==> config.mk <==
export PLATFORM = sky130hd
export DESIGN_NAME = pcie_req_axi_master
export DESIGN_NICKNAME = d
export VERILOG_FILES = /design/src/rtl/pcie_req_axi_master.sv
export SDC_FILE = /design/constraint.sdc
export NUM_CORES = 1
export LEC_CHECK = 0
export CORE_UTILIZATION = 30
export DETAILED_ROUTE_END_ITERATION = 8
export GPL_TIMING_DRIVEN = 0
export SETUP_SLACK_MARGIN = 0.15
export SYNTH_ARGS = -nofsm -noshare
export SYNTH_HDL_FRONTEND = slang
export SYNTH_SLANG_ARGS = --single-unit
==> constraint.sdc <==
create_clock -name clk -period 6 [get_ports clk]
set_input_delay 1.2 -clock clk [delete_from_list [all_inputs] [get_ports clk]]
set_output_delay 1.2 -clock clk [all_outputs]
set_load 0.01 [all_outputs]
==> src/rtl/pcie_req_axi_master.sv <==
module pcie_req_axi_master #(
  parameter int DATA_W = 64,
  parameter int AXI_AW = 32,
  parameter int PCIE_AW = 64,
  parameter int RD_MAX = 8,
  parameter logic [PCIE_AW-1:0] PCIE_BASE = 64'h0000_00A0_0000_0000,
  parameter logic [AXI_AW-1:0] AXI_BASE = 32'h8000_0000,
  localparam int STRB_W = DATA_W / 8,
  localparam int SIZE = $clog2(STRB_W),
  localparam int WR_MAX = DATA_W / 16,
  localparam int BCW = 9 + SIZE
) (
  input  logic               clk,
  input  logic               rst_n,
  input  logic               hdr_valid,
  output logic               hdr_ready,
  input  logic               hdr_is_write,
  input  logic [PCIE_AW-1:0] hdr_addr,
  input  logic [7:0]         hdr_len,
  input  logic [STRB_W-1:0]  hdr_first_be,
  input  logic [STRB_W-1:0]  hdr_last_be,
  input  logic [15:0]        hdr_req_id,
  input  logic [7:0]         hdr_tag,
  input  logic               pl_valid,
  output logic               pl_ready,
  input  logic [DATA_W-1:0]  pl_data,
  output logic               cpl_valid,
  input  logic               cpl_ready,
  output logic [DATA_W-1:0]  cpl_data,
  output logic [2:0]         cpl_status,
  output logic [15:0]        cpl_req_id,
  output logic [7:0]         cpl_tag,
  output logic [BCW-1:0]     cpl_byte_count,
  output logic [6:0]         cpl_lower_addr,
  output logic               m_awvalid,
  input  logic               m_awready,
  output logic [AXI_AW-1:0]  m_awaddr,
  output logic [7:0]         m_awlen,
  output logic [2:0]         m_awsize,
  output logic [1:0]         m_awburst,
  output logic               m_wvalid,
  input  logic               m_wready,
  output logic [DATA_W-1:0]  m_wdata,
  output logic [STRB_W-1:0]  m_wstrb,
  output logic               m_wlast,
  input  logic               m_bvalid,
  output logic               m_bready,
  output logic               m_arvalid,
  input  logic               m_arready,
  output logic [AXI_AW-1:0]  m_araddr,
  output logic [7:0]         m_arlen,
  output logic [2:0]         m_arsize,
  output logic [1:0]         m_arburst,
  input  logic               m_rvalid,
  output logic               m_rready,
  input  logic [DATA_W-1:0]  m_rdata,
  input  logic [1:0]         m_rresp,
  input  logic               m_rlast
);
  localparam int WCW = $clog2(WR_MAX + 1);
  localparam int RCW = $clog2(RD_MAX + 1);
  localparam int PW  = $clog2(RD_MAX);

  typedef enum logic [1:0] {S_IDLE, S_AW, S_W, S_AR} st_t;
  st_t st;

  logic [AXI_AW-1:0] addr_q;
  logic [7:0]        len_q, beat_q, r_beat;
  logic [STRB_W-1:0] fbe_q, lbe_q;
  logic [WCW-1:0]    wr_cnt;
  logic [RCW-1:0]    rd_cnt;
  logic [PW-1:0]     wp, rp;
  logic [6:0]        la_off;
  logic [8:0]        left;

  logic [15:0] f_id  [RD_MAX];
  logic [7:0]  f_tag [RD_MAX];
  logic [6:0]  f_la  [RD_MAX];
  logic [7:0]  f_len [RD_MAX];

  wire hdr_fire  = hdr_valid & hdr_ready;
  wire aw_fire   = m_awvalid & m_awready;
  wire w_fire    = m_wvalid & m_wready;
  wire r_fire    = m_rvalid & cpl_ready;
  wire last_beat = beat_q == len_q;

  assign hdr_ready = (st == S_IDLE) &&
                     (hdr_is_write ? wr_cnt < WCW'(WR_MAX) : rd_cnt < RCW'(RD_MAX));

  assign m_awvalid = st == S_AW;
  assign m_arvalid = st == S_AR;
  assign m_awaddr  = addr_q;
  assign m_araddr  = addr_q;
  assign m_awlen   = len_q;
  assign m_arlen   = len_q;
  assign m_awsize  = 3'(SIZE);
  assign m_arsize  = 3'(SIZE);
  assign m_awburst = 2'b01;
  assign m_arburst = 2'b01;

  assign m_wvalid = (st == S_W) & pl_valid;
  assign pl_ready = (st == S_W) & m_wready;
  assign m_wdata  = pl_data;
  assign m_wlast  = (st == S_W) & last_beat;
  assign m_wstrb  = (beat_q == 8'd0) ? fbe_q : (last_beat ? lbe_q : '1);
  assign m_bready = 1'b1;

  assign m_rready       = cpl_ready;
  assign cpl_valid      = m_rvalid;
  assign cpl_data       = m_rdata;
  assign cpl_status     = (m_rresp >= 2'b10) ? 3'b100 : 3'b000;
  assign cpl_req_id     = f_id[rp];
  assign cpl_tag        = f_tag[rp];
  assign left           = 9'(f_len[rp]) + 9'd1 - 9'(r_beat);
  assign cpl_byte_count = BCW'(left) << SIZE;
  assign cpl_lower_addr = f_la[rp] + la_off;

  always_ff @(posedge clk) begin
    if (!rst_n) begin
      st     <= S_IDLE;
      beat_q <= '0;
      wr_cnt <= '0;
      rd_cnt <= '0;
      wp     <= '0;
      rp     <= '0;
      r_beat <= '0;
      la_off <= '0;
    end else begin
      wr_cnt <= wr_cnt + WCW'(aw_fire) - WCW'(m_bvalid);
      rd_cnt <= rd_cnt + RCW'(hdr_fire & ~hdr_is_write) - RCW'(r_fire & m_rlast);
      case (st)
        S_IDLE: if (hdr_fire) begin
          st     <= hdr_is_write ? S_AW : S_AR;
          beat_q <= '0;
        end
        S_AW: if (m_awready) st <= S_W;
        S_W: if (w_fire) begin
          beat_q <= beat_q + 8'd1;
          if (last_beat) st <= S_IDLE;
        end
        S_AR: if (m_arready) st <= S_IDLE;
        default: st <= S_IDLE;
      endcase
      if (hdr_fire && !hdr_is_write) wp <= wp + PW'(1);
      if (r_fire) begin
        if (m_rlast) begin
          rp     <= rp + PW'(1);
          r_beat <= '0;
          la_off <= '0;
        end else begin
          r_beat <= r_beat + 8'd1;
          la_off <= la_off + 7'(STRB_W);
        end
      end
    end
  end

  always_ff @(posedge clk) begin
    if (hdr_fire) begin
      addr_q <= AXI_AW'(hdr_addr - PCIE_BASE) + AXI_BASE;
      len_q  <= hdr_len;
      fbe_q  <= hdr_first_be;
      lbe_q  <= hdr_last_be;
      if (!hdr_is_write) begin
        f_id[wp]  <= hdr_req_id;
        f_tag[wp] <= hdr_tag;
        f_la[wp]  <= hdr_addr[6:0];
        f_len[wp] <= hdr_len;
      end
    end
  end
endmodule

==> After elaboration in Yosys (flattened, before gate mapping) <==
Memories as Yosys holds them, arrays and structs flattened. A register that Yosys moved wholly into a read port is not among the register bits.
Cells that the tools add are included.
{ "op_classes": {"n_addsub": 14, "multipliers": 0, "div": 0, "n_lt_le_gt_ge": 3, "n_eq_ne": 9, "shift": 0, "mux": 27, "bitwise_logic": 10, "reduce_logical": 9} }
{ "ops": {"columns": ["cell", "count"], "rows": [
  ["$mux 8", 5],
  ["$add 32x32->32 const B", 1],
  ["$sub 32x1->32 const B", 1],
  ["$mux 3", 9],
  ["$add 8x1->8 const B", 2],
  ["$pmux 8 s2", 1],
  ["$mux 2", 6],
  ["$add 8x1->9 const B", 1],
  ["$sub 9x8->9", 1],
  ["$and 1x1->1", 8],
  ["$eq 8x8->1", 1],
  ["$logic_not 8->1", 1],
  ["$pmux 2 s4", 1],
  ["$add 7x4->7 const B", 1],
  ["$add 7x7->7", 1],
  ["$mux 7", 1],
  ["$add 3x1->3 const B", 2],
  ["$ne 2x2->1 const B", 3],
  ["$reduce_and 5->1", 1],
  ["$add 4x4->4", 1],
  ["$and 1x4->4", 1],
  ["$eq 2x2->1 const B", 2],
  ["$lt 4x4->1 const B", 1],
  ["$mux 1", 4],
  ["14 further kinds", 16]
]} }
{ "word_totals": {"reg_bits": 94, "latchBits": 0, "ramBits": 312, "romBits": 0, "memories": 4} }
{ "memory_table": {"columns": ["name", "words", "word_bits", "read_ports", "rd_ports_with_merged_regs", "wr", "line", "source"], "rows": [
  ["f_id", 8, 16, 1, 1, 1, "76", "logic [15:0] f_id [RD_MAX];"],
  ["f_len", 8, 8, 1, 1, 1, "79", "logic [7:0] f_len [RD_MAX];"],
  ["f_tag", 8, 8, 1, 1, 1, "77", "logic [7:0] f_tag [RD_MAX];"],
  ["f_la", 8, 7, 1, 1, 1, "78", "logic [6:0] f_la [RD_MAX];"]
]} }

==> Longest topological paths before layout <==
{ "logic_depth": {"word_depth": 7, "depth_mapped": 16, "mapped_depth_nobuf": 13} }

==> Least setup slack after synthesis <==
Ideal clock, no wire load.
{ "synth_timing": {"kind": "input to register", "start": "in hdr_is_write", "end": "reg beat_q[2]", "t_arrival_ns": 5.873, "required_time_ns": 5.878, "slack_ns": 0.005, "stages": 5, "path_buffers": 0, "path_cell_list": "mux2i_1 -> nand2_1 -> nor3_1 -> nand2b_1 -> nor2_1"} }
{ "synth_via": {"elab_chain_len": 5} }
{ "synth_rtl": {"columns": ["element", "line", "source"], "rows": [
  ["from (decl)", "17", "input logic hdr_is_write,"],
  ["$mux 1", "88", "(hdr_is_write ? wr_cnt < WCW'(WR_MAX) : rd_cnt < RCW'(RD_MAX));"],
  ["$logic_and 1x1->1", "87", "assign hdr_ready = (st == S_IDLE) &&"],
  ["$and 1x1->1", "81", "wire hdr_fire = hdr_valid & hdr_ready;"],
  ["named net hdr_fire", "81", null],
  ["$ne 2x2->1 (no line)", null, null],
  ["$reduce_and 3->1 (no line)", null, null],
  ["to (signal assigned)", "138", "beat_q <= beat_q + 8'd1;"],
  ["to (decl)", "68", "logic [7:0] len_q, beat_q, r_beat;"]
]} }
The timed path passes the listed nets, and every way through them passes these cells.
A chain may end at the register's enable or synchronous reset.

==> summary.txt <==
Pwr
  – Cell Int Power: 5.82 mW
  – Static leakage: 8.27 nW
  – Worst voltage drop across the vdd grid: 0.178 mV
  – Comb power frac: 0.187
  – Net load switching power: 1.81 mW
  – Reg power frac: 0.438
  – Switching share of total power: 0.237
  – Pwr Density: between 300 and 400 mW/mm^2
  – Overall power after layout: 7.63 mW
  – Clock power share: 0.376

Detailed routing
  – Average routed wire per standard cell: 21.3 um
  – Final wirelength: 47300 um
  – Count of antenna-violating nets left after detailed routing: 0
  – 1st-pass router iterations: 6
  – Vias per cell: 4.36
  – Number of vias in the routed layout: just under 10k
  – Number of DRC violations after detailed routing: 0
  – Number of DRC violations after detailed-routing iteration 0: 440

Timing
  – Max transition margin: 0.390
  – Setup skew after layout: 0.0116 ns
  – Fraction of the cycle the final worst path needs: 0.939
  – Finish-stage setup viols: 0
  – Period minus WS final: 5.64 ns
  – Worst Max-Slew Pin Slew: 0.914 ns
  – Setup repair after global routing missed its margin: no
  – Achievable Freq: 177 MHz
  – Pins over their slew limit: 0
  – Final Hold Fails: 0

Clock network
  – H-tree levels: 2
  – Clk slew on worst S/H paths: 0.06 ns
  – Clock tree root driver cell: clkbuf_16
  – Clock Path Buffers: 3
  – Total clock sinks: 406
  – CTS tree: yes
  – Setup repair bufs after CTS: 0
  – Number of clock buffers inserted by TritonCTS: 46
  – Total of hold buffers inserted after clock tree synthesis: 0
  – Worst-Skew Late Latency: ~0.57 ns

Finish
  – Post-Layout Inst Area: 0.0238 mm^2
  – Antenna diodes: 0
  – Highest-count cells in the layout ignoring fill and taps: edfxtp_1 (368), clkdlybuf4s50_1 (354), buf_4 (191)
  – Most common cell after layout, fill and taps aside: edfxtp_1
  – Number of nets in the layout: 1718
  – Ratio of cells with drive above 1 in the final layout: 0.283
  – Area overhead of the layout relative to synthesis: 38.1%

Die
  – Chip height: 242 um
  – Ports: 535
  – Die footprint: 0.0585 mm^2
  – Initial Util: 0.305
  – Area of the placeable core: 0.0566 mm^2
  – Cell Rows: 87
  – Chip Width: roughly 240 um

Min path
  – Class of the worst hold path: reg -> reg
  – Cell count of the worst hold path: 2

Global route
  – Largest net degree at the start of global routing: 23
  – Wire length of the first global-routing pass: 68900 um
  – Overall global routing resource usage: 0.160
  – Number of antenna violations at the first check in global routing: 7
  – GR Overflow Total: 0
  – Number of global-route vias before repair: roughly 10k

Worst setup path
  – Number of cell instances on the worst register-to-register path: 7
  – Kind of start point of the critical path: flip-flop
  – CP max FO: 10
  – Worst Path Arrival: roughly 4.4 ns
  – Worst Setup Path Type: reg -> out
  – Setup crit end kind: output pin
  – Critical path required time: approximately 4.8 ns

Flow run
  – Maximum capacitance violations: 0

Synthesis
  – Count of mapped cells out of synthesis: just under 1k
  – Number of enable-type register cells in the synthesized netlist: 368
  – Library cells used by synthesis: 43
  – Most used DFF post-synth: edfxtp_1
  – Async S/R FF share, synth: 0
  – Sequential element share of the synthesized area: 0.684
  – Post-synthesis register bit count: 406
  – Cell area after synthesis: between 0.015 and 0.02 mm^2
  – Yosys warning count: 0
  – Mean instance size in the synthesized netlist: between 15 and 20 um^2

Placed design
  – Number of I/O port buffers: approximately 360
  – Post-DP Area: 0.0223 mm^2
  – Detailed-placement wirelength estimate: 34500 um
  – Placer Congestion: 0.805

Status
  – Status: finished clean
-- per-stage QoR --
stage / utilization / worst slack (ns) / hold slack (ns) / std cells / TNS, ns
5_1_grt: 0.421 / 0.155 / 0.516 / 2221 / 0
2_1_floorplan: - / 0.981 / 0.451 / 1005 / 0
3_5_place_dp: 0.394 / 0.162 / 0.486 / 2138 / 0
6_report: 0.421 / 0.363 / 0.489 / 2221 / 0
4_1_cts: 0.421 / 0.159 / 0.495 / 2221 / 0
3_3_place_gp: 0.386 / -3.12 / 0.471 / 2116 / -406.16
-- power groups by stage --
| stage | registers [mW] | logic [mW] | clock network [mW] |
|---|---|---|---|
| 2_1_floorplan | 3.41 | 0.643 | 0 |
| 3_3_place_gp | 3.42 | 1.35 | 0 |
| 3_5_place_dp | 3.40 | 1.45 | 0 |
| 4_1_cts | 3.34 | 1.45 | 2.95 |
| 5_1_grt | 3.35 | 1.53 | 3.05 |
| 6_report | 3.34 | 1.43 | 2.87 |
-- worst paths after layout --
kind / startpoint / end / slack, ns
worst max-delay path: flip-flop / cpl_byte_count[10] / 0.36
worst min-delay path: rp[1] / flip-flop / 0.49
worst max register to register: st[0] / f_id[2][5] / 3.06
worst min register to register: rp[1] / flip-flop / 0.49
-- kinds of logic (layout without fill, tap and decap cells) --
| family | count (synthesis) | count (layout) | synth area share |
|---|---|---|---|
| DFF | 406 | 406 | 0.684 |
| buffers and inverters | 244 | 704 | 0.0943 |
| muxes | 121 | 121 | 0.129 |
| and+or+nand+nor | 109 | 109 | 0.0312 |
| xor gates and xnor gates | 43 | 43 | 0.0218 |
| adders and majority gates | 34 | 34 | 0.0259 |
| AOI/OAI and AO/OA | 31 | 31 | 0.0131 |
| other | 2 | 17 | 0.000435 |
-- layout make-up --
cell class / instances / area (um^2)
Fill cell: 5104 / 32800
Timing Repair Buffer: 377 / 3940
Sequential cell: 406 / 11800
Clock inverter: 22 / 297
Inverter: 27 / 101
Clock buffer: 61 / 1230
Buffer: 217 / 1570
Multi-Input combinational cell: 355 / 3960
Tap cell: 756 / 946
-- state kept, by name (all words and copies together) (netlist names), 8 cells and up, named ones only --
register  cells
beat_q        8
f_tag        64
f_len        64
m_arlen       8
lbe_q         8
r_beat        8
fbe_q         8
f_id        128
f_la         56
m_araddr     32
-- critical path, cell delays in order, from the launching register on --
cell and delay [ns]:
dfxtp_1 0.31, buf_2 0.21, buf_6 0.21, buf_6 0.24, mux4_2 0.52, mux2_2 0.31
ha_1 0.20, ha_1 0.19, inv_1 0.07, fa_1 0.20, inv_1 0.05, a21o_1 0.16
a21oi_1 0.21, o21bai_1 0.09, a21oi_1 0.17, xnor2_1 0.14, clkdlybuf4s50_1 0.60
-- synthesized netlist by cell type, drive strengths merged, types with 3 or more instances --
| library cell | n | area share |
|---|---|---|
| a21o | 3 | 0.0013 |
| a21oi | 7 | 0.0022 |
| and2 | 20 | 0.0072 |
| buf | 202 | 0.085 |
| clkbuf | 15 | 0.0033 |
| dfxtp | 38 | 0.044 |
| edfxtp | 368 | 0.64 |
| fa | 3 | 0.0035 |
| ha | 31 | 0.022 |
| inv | 27 | 0.0059 |
| mux2 | 36 | 0.023 |
| mux2i | 7 | 0.0041 |
| mux4 | 78 | 0.10 |
| nand2 | 22 | 0.0048 |
| nand2b | 5 | 0.0018 |
| nand3 | 4 | 0.0012 |
| nand4 | 9 | 0.0033 |
| nor2 | 33 | 0.0072 |
| nor3 | 5 | 0.0014 |
| o21ai | 6 | 0.0017 |
| o22a | 8 | 0.0041 |
| xnor2 | 31 | 0.016 |
| xor2 | 12 | 0.0061 |
-- metal layers --
layer  share of wire  track usage
met1            0.37        0.173
met2            0.55        0.307
met5          0.0013            0
met4           0.018       0.0354
met3           0.058       0.0428
-- what timing repair did --
action	CTS	global route
resized for setup	19	2
setup endpoints to repair	5	2
hold endpoints to repair	0	0
Note: power is estimated with default switching activity, not from simulation.
